## src/rtl/awin_pkg.sv

```systemverilog
// Shared types and constants for the address decode window bank.
// Assumes a 32-bit address space decoded in 64 KiB blocks.
package awin_pkg;
    localparam int ADDR_W = 32;
    localparam int BLK_W  = 16;               // bits below the block granule
    localparam int HI_W   = ADDR_W - BLK_W;   // compared address bits

    typedef enum logic [1:0] {
        REG_CTRL = 2'd0,
        REG_BASE = 2'd1,
        REG_RLO  = 2'd2,
        REG_RHI  = 2'd3
    } awin_reg_e;

    // Control word layout: [31:16] size mask, [15:8] attribute,
    // [7:4] target, [3:1] spare, [0] enable.
    typedef struct packed {
        logic [HI_W-1:0] size_mask;
        logic [7:0]      attr;
        logic [3:0]      tgt;
        logic [2:0]      spare;
        logic            en;
    } awin_ctrl_t;
endpackage

```

## src/rtl/awin_regs.sv

```systemverilog
// Register set of one decode window: control, base and (optionally)
// remap-low/high. Assumes wr_en is already qualified by window index.
module awin_regs
    import awin_pkg::*;
#(
    parameter bit HAS_REMAP = 1'b0
) (
    input  logic              clk,
    input  logic              rst_n,
    input  logic              wr_en,
    input  logic [1:0]        wr_reg,
    input  logic [ADDR_W-1:0] wdata,
    output awin_ctrl_t        ctrl_q,
    output logic [ADDR_W-1:0] base_q,
    output logic [ADDR_W-1:0] rlo_q,
    output logic [ADDR_W-1:0] rhi_q
);
    // Capture control and base writes.
    always_ff @(posedge clk) begin
        if (!rst_n) begin
            ctrl_q <= '0;
            base_q <= '0;
        end else if (wr_en) begin
            if (awin_reg_e'(wr_reg) == REG_CTRL) ctrl_q <= awin_ctrl_t'(wdata);
            if (awin_reg_e'(wr_reg) == REG_BASE) base_q <= wdata;
        end
    end

    generate
        if (HAS_REMAP) begin : g_remap
            // Capture remap writes for remap-capable windows.
            always_ff @(posedge clk) begin
                if (!rst_n) begin
                    rlo_q <= '0;
                    rhi_q <= '0;
                end else if (wr_en) begin
                    if (awin_reg_e'(wr_reg) == REG_RLO) rlo_q <= wdata;
                    if (awin_reg_e'(wr_reg) == REG_RHI) rhi_q <= wdata;
                end
            end
        end else begin : g_noremap
            assign rlo_q = '0;
            assign rhi_q = '0;
        end
    endgenerate
endmodule

```

## src/rtl/awin_match.sv

```systemverilog
// Hit test and address translation for one window. Assumes the size
// mask is a thermometer code; any mask is applied bit by bit.
module awin_match
    import awin_pkg::*;
#(
    parameter bit HAS_REMAP = 1'b0
) (
    input  logic [ADDR_W-1:0] addr,
    input  logic              en,
    input  logic [HI_W-1:0]   mask,
    input  logic [HI_W-1:0]   base_hi,
    input  logic [HI_W-1:0]   rlo_hi,
    input  logic [ADDR_W-1:0] rhi,
    output logic              hit,
    output logic [ADDR_W-1:0] xlat_lo,
    output logic [ADDR_W-1:0] xlat_hi
);
    logic [HI_W-1:0] diff;

    // Compare upper address bits outside the mask.
    always_comb begin
        diff = (addr[ADDR_W-1:BLK_W] ^ base_hi) & ~mask;
        hit  = en && (diff == '0);
    end

    // Form the translated address.
    always_comb begin
        if (HAS_REMAP) begin
            xlat_lo = {(rlo_hi & ~mask) | (addr[ADDR_W-1:BLK_W] & mask),
                       addr[BLK_W-1:0]};
            xlat_hi = rhi;
        end else begin
            xlat_lo = addr;
            xlat_hi = '0;
        end
    end
endmodule

```

## src/rtl/awin_prio.sv

```systemverilog
// Selects the lowest-numbered hitting window and forwards its fields.
// Assumes per-window translations are already computed.
module awin_prio
    import awin_pkg::*;
#(
    parameter int NUM_WIN = 8,
    localparam int IDX_W  = $clog2(NUM_WIN)
) (
    input  logic [ADDR_W-1:0]               addr,
    input  logic [NUM_WIN-1:0]              hit_vec,
    input  awin_ctrl_t [NUM_WIN-1:0]        ctrl,
    input  logic [NUM_WIN-1:0][ADDR_W-1:0]  xlo,
    input  logic [NUM_WIN-1:0][ADDR_W-1:0]  xhi,
    output logic                            hit,
    output logic [IDX_W-1:0]                win,
    output logic [3:0]                      tgt,
    output logic [7:0]                      attr,
    output logic [ADDR_W-1:0]               xlat_lo,
    output logic [ADDR_W-1:0]               xlat_hi
);
    // Scan high to low so the lowest index is assigned last and wins.
    always_comb begin
        hit     = 1'b0;
        win     = '0;
        tgt     = '0;
        attr    = '0;
        xlat_lo = addr;
        xlat_hi = '0;
        for (int i = NUM_WIN - 1; i >= 0; i--) begin
            if (hit_vec[i]) begin
                hit     = 1'b1;
                win     = IDX_W'(i);
                tgt     = ctrl[i].tgt;
                attr    = ctrl[i].attr;
                xlat_lo = xlo[i];
                xlat_hi = xhi[i];
            end
        end
    end
endmodule

```

## src/rtl/awin_decoder.sv

```systemverilog
// Top of the address decode window bank: register port, per-window
// registers and match logic, and priority select. Decode is
// combinational from registered configuration.
module awin_decoder
    import awin_pkg::*;
#(
    parameter int NUM_WIN   = 8,
    parameter int NUM_REMAP = 2,
    localparam int IDX_W    = $clog2(NUM_WIN)
) (
    input  logic              clk,
    input  logic              rst_n,
    input  logic              cfg_wr,
    input  logic [IDX_W-1:0]  cfg_win,
    input  logic [1:0]        cfg_reg,
    input  logic [31:0]       cfg_wdata,
    output logic [31:0]       cfg_rdata,
    input  logic [31:0]       dec_addr,
    output logic              dec_hit,
    output logic [IDX_W-1:0]  dec_win,
    output logic [3:0]        dec_tgt,
    output logic [7:0]        dec_attr,
    output logic [31:0]       dec_xlat_lo,
    output logic [31:0]       dec_xlat_hi
);
    awin_ctrl_t [NUM_WIN-1:0]       ctrl_q;
    logic [NUM_WIN-1:0][ADDR_W-1:0] base_q;
    logic [NUM_WIN-1:0][ADDR_W-1:0] rlo_q;
    logic [NUM_WIN-1:0][ADDR_W-1:0] rhi_q;
    logic [NUM_WIN-1:0][ADDR_W-1:0] xlo;
    logic [NUM_WIN-1:0][ADDR_W-1:0] xhi;
    logic [NUM_WIN-1:0]             hit_vec;

    generate
        for (genvar g = 0; g < NUM_WIN; g++) begin : g_win
            localparam bit HAS_RM = (g < NUM_REMAP);
            logic wr_this;
            assign wr_this = cfg_wr && (cfg_win == IDX_W'(g));

            awin_regs #(.HAS_REMAP(HAS_RM)) u_regs (
                .clk    (clk),
                .rst_n  (rst_n),
                .wr_en  (wr_this),
                .wr_reg (cfg_reg),
                .wdata  (cfg_wdata),
                .ctrl_q (ctrl_q[g]),
                .base_q (base_q[g]),
                .rlo_q  (rlo_q[g]),
                .rhi_q  (rhi_q[g])
            );

            awin_match #(.HAS_REMAP(HAS_RM)) u_match (
                .addr    (dec_addr),
                .en      (ctrl_q[g].en),
                .mask    (ctrl_q[g].size_mask),
                .base_hi (base_q[g][ADDR_W-1:BLK_W]),
                .rlo_hi  (rlo_q[g][ADDR_W-1:BLK_W]),
                .rhi     (rhi_q[g]),
                .hit     (hit_vec[g]),
                .xlat_lo (xlo[g]),
                .xlat_hi (xhi[g])
            );
        end
    endgenerate

    awin_prio #(.NUM_WIN(NUM_WIN)) u_prio (
        .addr    (dec_addr),
        .hit_vec (hit_vec),
        .ctrl    (ctrl_q),
        .xlo     (xlo),
        .xhi     (xhi),
        .hit     (dec_hit),
        .win     (dec_win),
        .tgt     (dec_tgt),
        .attr    (dec_attr),
        .xlat_lo (dec_xlat_lo),
        .xlat_hi (dec_xlat_hi)
    );

    // Read mux for the selected window register.
    always_comb begin
        unique case (awin_reg_e'(cfg_reg))
            REG_CTRL: cfg_rdata = ctrl_q[cfg_win];
            REG_BASE: cfg_rdata = base_q[cfg_win];
            REG_RLO:  cfg_rdata = rlo_q[cfg_win];
            REG_RHI:  cfg_rdata = rhi_q[cfg_win];
            default:  cfg_rdata = '0;
        endcase
    end
endmodule

```

## config.mk

```make
export PLATFORM = sky130hd
export DESIGN_NAME = awin_decoder
export DESIGN_NICKNAME = d
export VERILOG_FILES = /design/src/rtl/awin_pkg.sv /design/src/rtl/awin_regs.sv /design/src/rtl/awin_match.sv /design/src/rtl/awin_prio.sv /design/src/rtl/awin_decoder.sv
export SDC_FILE = /design/constraint.sdc
export NUM_CORES = 2
export LEC_CHECK = 0
export CORE_ASPECT_RATIO = 1.75
export CORE_MARGIN = 2
export CORE_UTILIZATION = 45
export CTS_CLUSTER_SIZE = 10
export DETAILED_ROUTE_END_ITERATION = 10
export PLACE_DENSITY = 0.71
export SLEW_MARGIN = 20
export SYNTH_ARGS = -nofsm -noshare
export SYNTH_HDL_FRONTEND = slang
export SYNTH_SLANG_ARGS = --single-unit
export TNS_END_PERCENT = 5
```

## constraint.sdc

```tcl
create_clock -name clk -period 4 [get_ports clk]
set_input_delay 0.8 -clock clk [delete_from_list [all_inputs] [get_ports clk]]
set_output_delay 0.8 -clock clk [all_outputs]
set_load 0.03 [all_outputs]
```

==> impl_metrics.ini <==
[cts]
cts_buffers = 73
cts_root_buffer = clkbuf_16
htree_levels = 3
cts_buffer_depth = 3
cts_tree = built
clk_pin_slew_worst_paths_ns = 0.05
clock_latency_ns = 0.63
hold_buffers = 0
clock_sinks = 640

[placed_design]
post-place-ws_ns = -0.804
placed_area_sq_mm = 0.0362
port_buffers = 151
gp_congestion = 1.00
dp_hpwl_mm = 77.1

[flow_run]
cap_violations = 0

[sta]
setup_viol = 54
slew_headroom_pct = 26.0
fin_tns_setup_ns = -1.80
period_share_pct = 102
hold_viol_final = 0
post-route-min-period_ns = 4.10
tightest_slew_ns = 1.11
timing.final.ws_setup_ns = -0.0981
fmax_mhz = 244
finalMaxSlewViolations = 0
fin_skew_ns = 0
rsz0062_at_grt = yes

[worst_setup_path]
r2r_start = g_win[1].u_regs.ctrl_q[26]
cp_data_arrival_time_ns = 3.30
crit_start = g_win[0].u_regs.base_q[20]
worstSetupPathType = register to output pin
crit_top_cell = buf_12
path_cells = xnor2_2 -> buf_4 -> o22ai_2 -> or4_4 -> or3_4 -> buf_12 -> nand2_8 -> buf_12 -> o22ai_4 -> a21oi_2 -> buf_6 -> buf_12
required_ns = 3.20
critPathLaunchType = register
worst_path_largest_cell_delay_ns = 0.57
worstPathMaxFanout = 5
cp-end-kind = output pin
critPathSlowestCell = or4_4

[pwr]
internal_power_mw = 10.2
comb_power_share_pct = 8.5
swShare_pct = 24.7
p_total_mw = 13.5
clkPwrFrac_pct = 43.6
p_leak_nw = 13.0
p_switching_mw = 3.33
seq_power_share_pct = 47.9
p_per_area_mw_per_mm2 = 344
vdd_drop_max_uv = 274

[run_status]
status = finished, violations left
violations = setup timing

[drt]
via_count = 29447
drc = 0
drt-vias-per-instance = 5.99
dr.pass1.iters = 6
wire_per_inst_microns = 23.2
drtIter0Drc = 2853
wl_mm = 114
ant_nets = 0

[grt]
grt_start_max_net_pins = 154
track_usage_pct = 30.6
grt_pass1_vias = 28701
grt_overflow = 0
grt_first_pass_wirelength_mm = 174
antenna_found_initial = 3

[floorplan]
start_util_pct = 45.3
num_rows = 130
die_w_microns = 207
io_pins = 184
dieHeight_microns = 359
core-area_sq_mm = 0.0716
die_area_sq_mm = 0.0743

[final_layout]
n_antenna_cell = 0
finish.utilization_pct = 54.8
syn_to_final_growth_pct = 21.1
final_cell_area_sq_mm = 0.0392
drive_above_1_share_pct = 17.9
nets = 4061

[synth]
synth_ff_type = dfxtp_1
synthDistinctLibCells = 46
synth_area_per_cell_sq_um = 8.30
synthMostInstantiatedCell = nand2_1
syn_inst = 3903
yosysWarnings = 0
synth-seq-area-share_pct = 39.5
synth_area_leader_cell = dfxtp_1
synth_area_sq_mm = 0.0324
syn_nets = 3975
synth-edff-count = 0
async_flop_share_pct = 0
synth_common_cells = nand2_1, a21boi_0, dfxtp_1
yosysTopAreaCellShare_pct = 39.5
synth_seq_cells = 640
ys_top_cells_by_area = dfxtp_1, nand2_1, a21boi_0, mux4_2, clkbuf_1

[min_path]
hp-start = g_win[6].u_regs.base_q[4]
hp-class = register to register
[what timing repair did]
item	4_1_cts	5_1_grt
endpoints found under the setup margin	64	64
buffers inserted	13	2
resized for setup	183	47
pin swaps	51	23
cloned	4	1
[stage by stage]
stage               hold WS [ns]  cells
CTS                        0.461   4915
global placement           0.447   4818
detailed placement         0.454   4818
global route               0.479   4918
finish                     0.457   4918
floorplan                  0.440   3903
[power by group through the flow]
stage | Combinational [mW] | Sequential (mW) | Clock, mW
after floorplan | 0.684 | 6.59 | 0
after global placement | 1.09 | 6.60 | 0
after detailed placement | 1.09 | 6.60 | 0
after CTS | 1.12 | 6.46 | 5.94
after global routing | 1.19 | 6.47 | 6.17
final | 1.15 | 6.47 | 5.89
[metal layers]
metal  GRT usage [%]  up-vias  part of all wire (%)
met2            50.5     1475                    48
li1                -    13372                     -
met4            20.9        6                   7.8
met3            4.54      461                   7.5
met1            36.1    14133                    37
met5               0        -                 0.030
[worst max-delay path: cells and delay by family, from the launching register on]
kind	cells	cell delay [ns]
xor+xnor	1	0.12
flops	1	0.35
buf+inv	5	0.73
compound gates	3	0.34
simple gates	3	1.11
[path summary, 6_finish.rpt]
path	to	slack [ns]	cells after the start
setup / recovery	dec_attr[3]	-0.1	12
hold / removal	g_win[6].u_regs.base_q[4]	0.46	2
setup reg to reg	g_win[1].u_regs.ctrl_q[26]	3.09	2
hold reg to reg	g_win[6].u_regs.base_q[4]	0.46	2
[registers in the layout, summed over array words and instances, names as in the netlist]
signal and cells:
g_win.u_regs.ctrl_q 256, g_win.u_regs.rhi_q 64, g_win.u_regs.base_q 256, g_win.u_regs.rlo_q 64
[cells by family after synthesis]
kind of cell              Yosys count  synth area share, %
and+or+nand+nor                  1502                 18.0
buffers and inverters             427                 5.38
AOI/OAI and AO/OA                 982                 21.7
muxes                             224                 11.9
DFF                               640                 39.5
xor gates and xnor gates          128                 3.51
[layout make-up]
cell class,count,area [sq um]
clock inverters,6,75.1
well taps,924,1160
flip-flops and latches,640,12800
clock buffers,74,1850
inverters,40,150
fillers,6298,32300
repair buffers,396,4490
multi-input cells,2838,18700
[placed cells by master, fill, tap and decap left out, types with 7 or more instances in the layout]
cell type | synthesis | final
a31oi_1 | 33 | 33
a32oi_1 | 16 | 15
o22ai_2 | 0 | 14
o221ai_2 | 0 | 14
o311ai_2 | 0 | 8
nand3_1 | 16 | 13
a221oi_2 | 0 | 7
o21ai_0 | 65 | 62
nand4_1 | 13 | 13
nand2_1 | 1322 | 1308
xnor2_2 | 2 | 20
inv_1 | 40 | 40
a21boi_0 | 641 | 641
buf_6 | 6 | 27
buf_12 | 0 | 99
nor2_4 | 0 | 7
nand2b_1 | 8 | 7
nor2_2 | 0 | 12
clkbuf_16 | 0 | 74
buf_4 | 18 | 213
nand2_2 | 0 | 13
o21a_1 | 11 | 11
nor3_2 | 0 | 10
mux4_2 | 128 | 128
a21oi_1 | 47 | 42
xnor2_1 | 123 | 104
clkdlybuf4s50_1 | 0 | 35
nor2_1 | 90 | 71
dfxtp_1 | 640 | 638
o22ai_1 | 94 | 79
a22o_1 | 30 | 29
mux2i_1 | 96 | 96
Power figures use the tool's default switching activity.
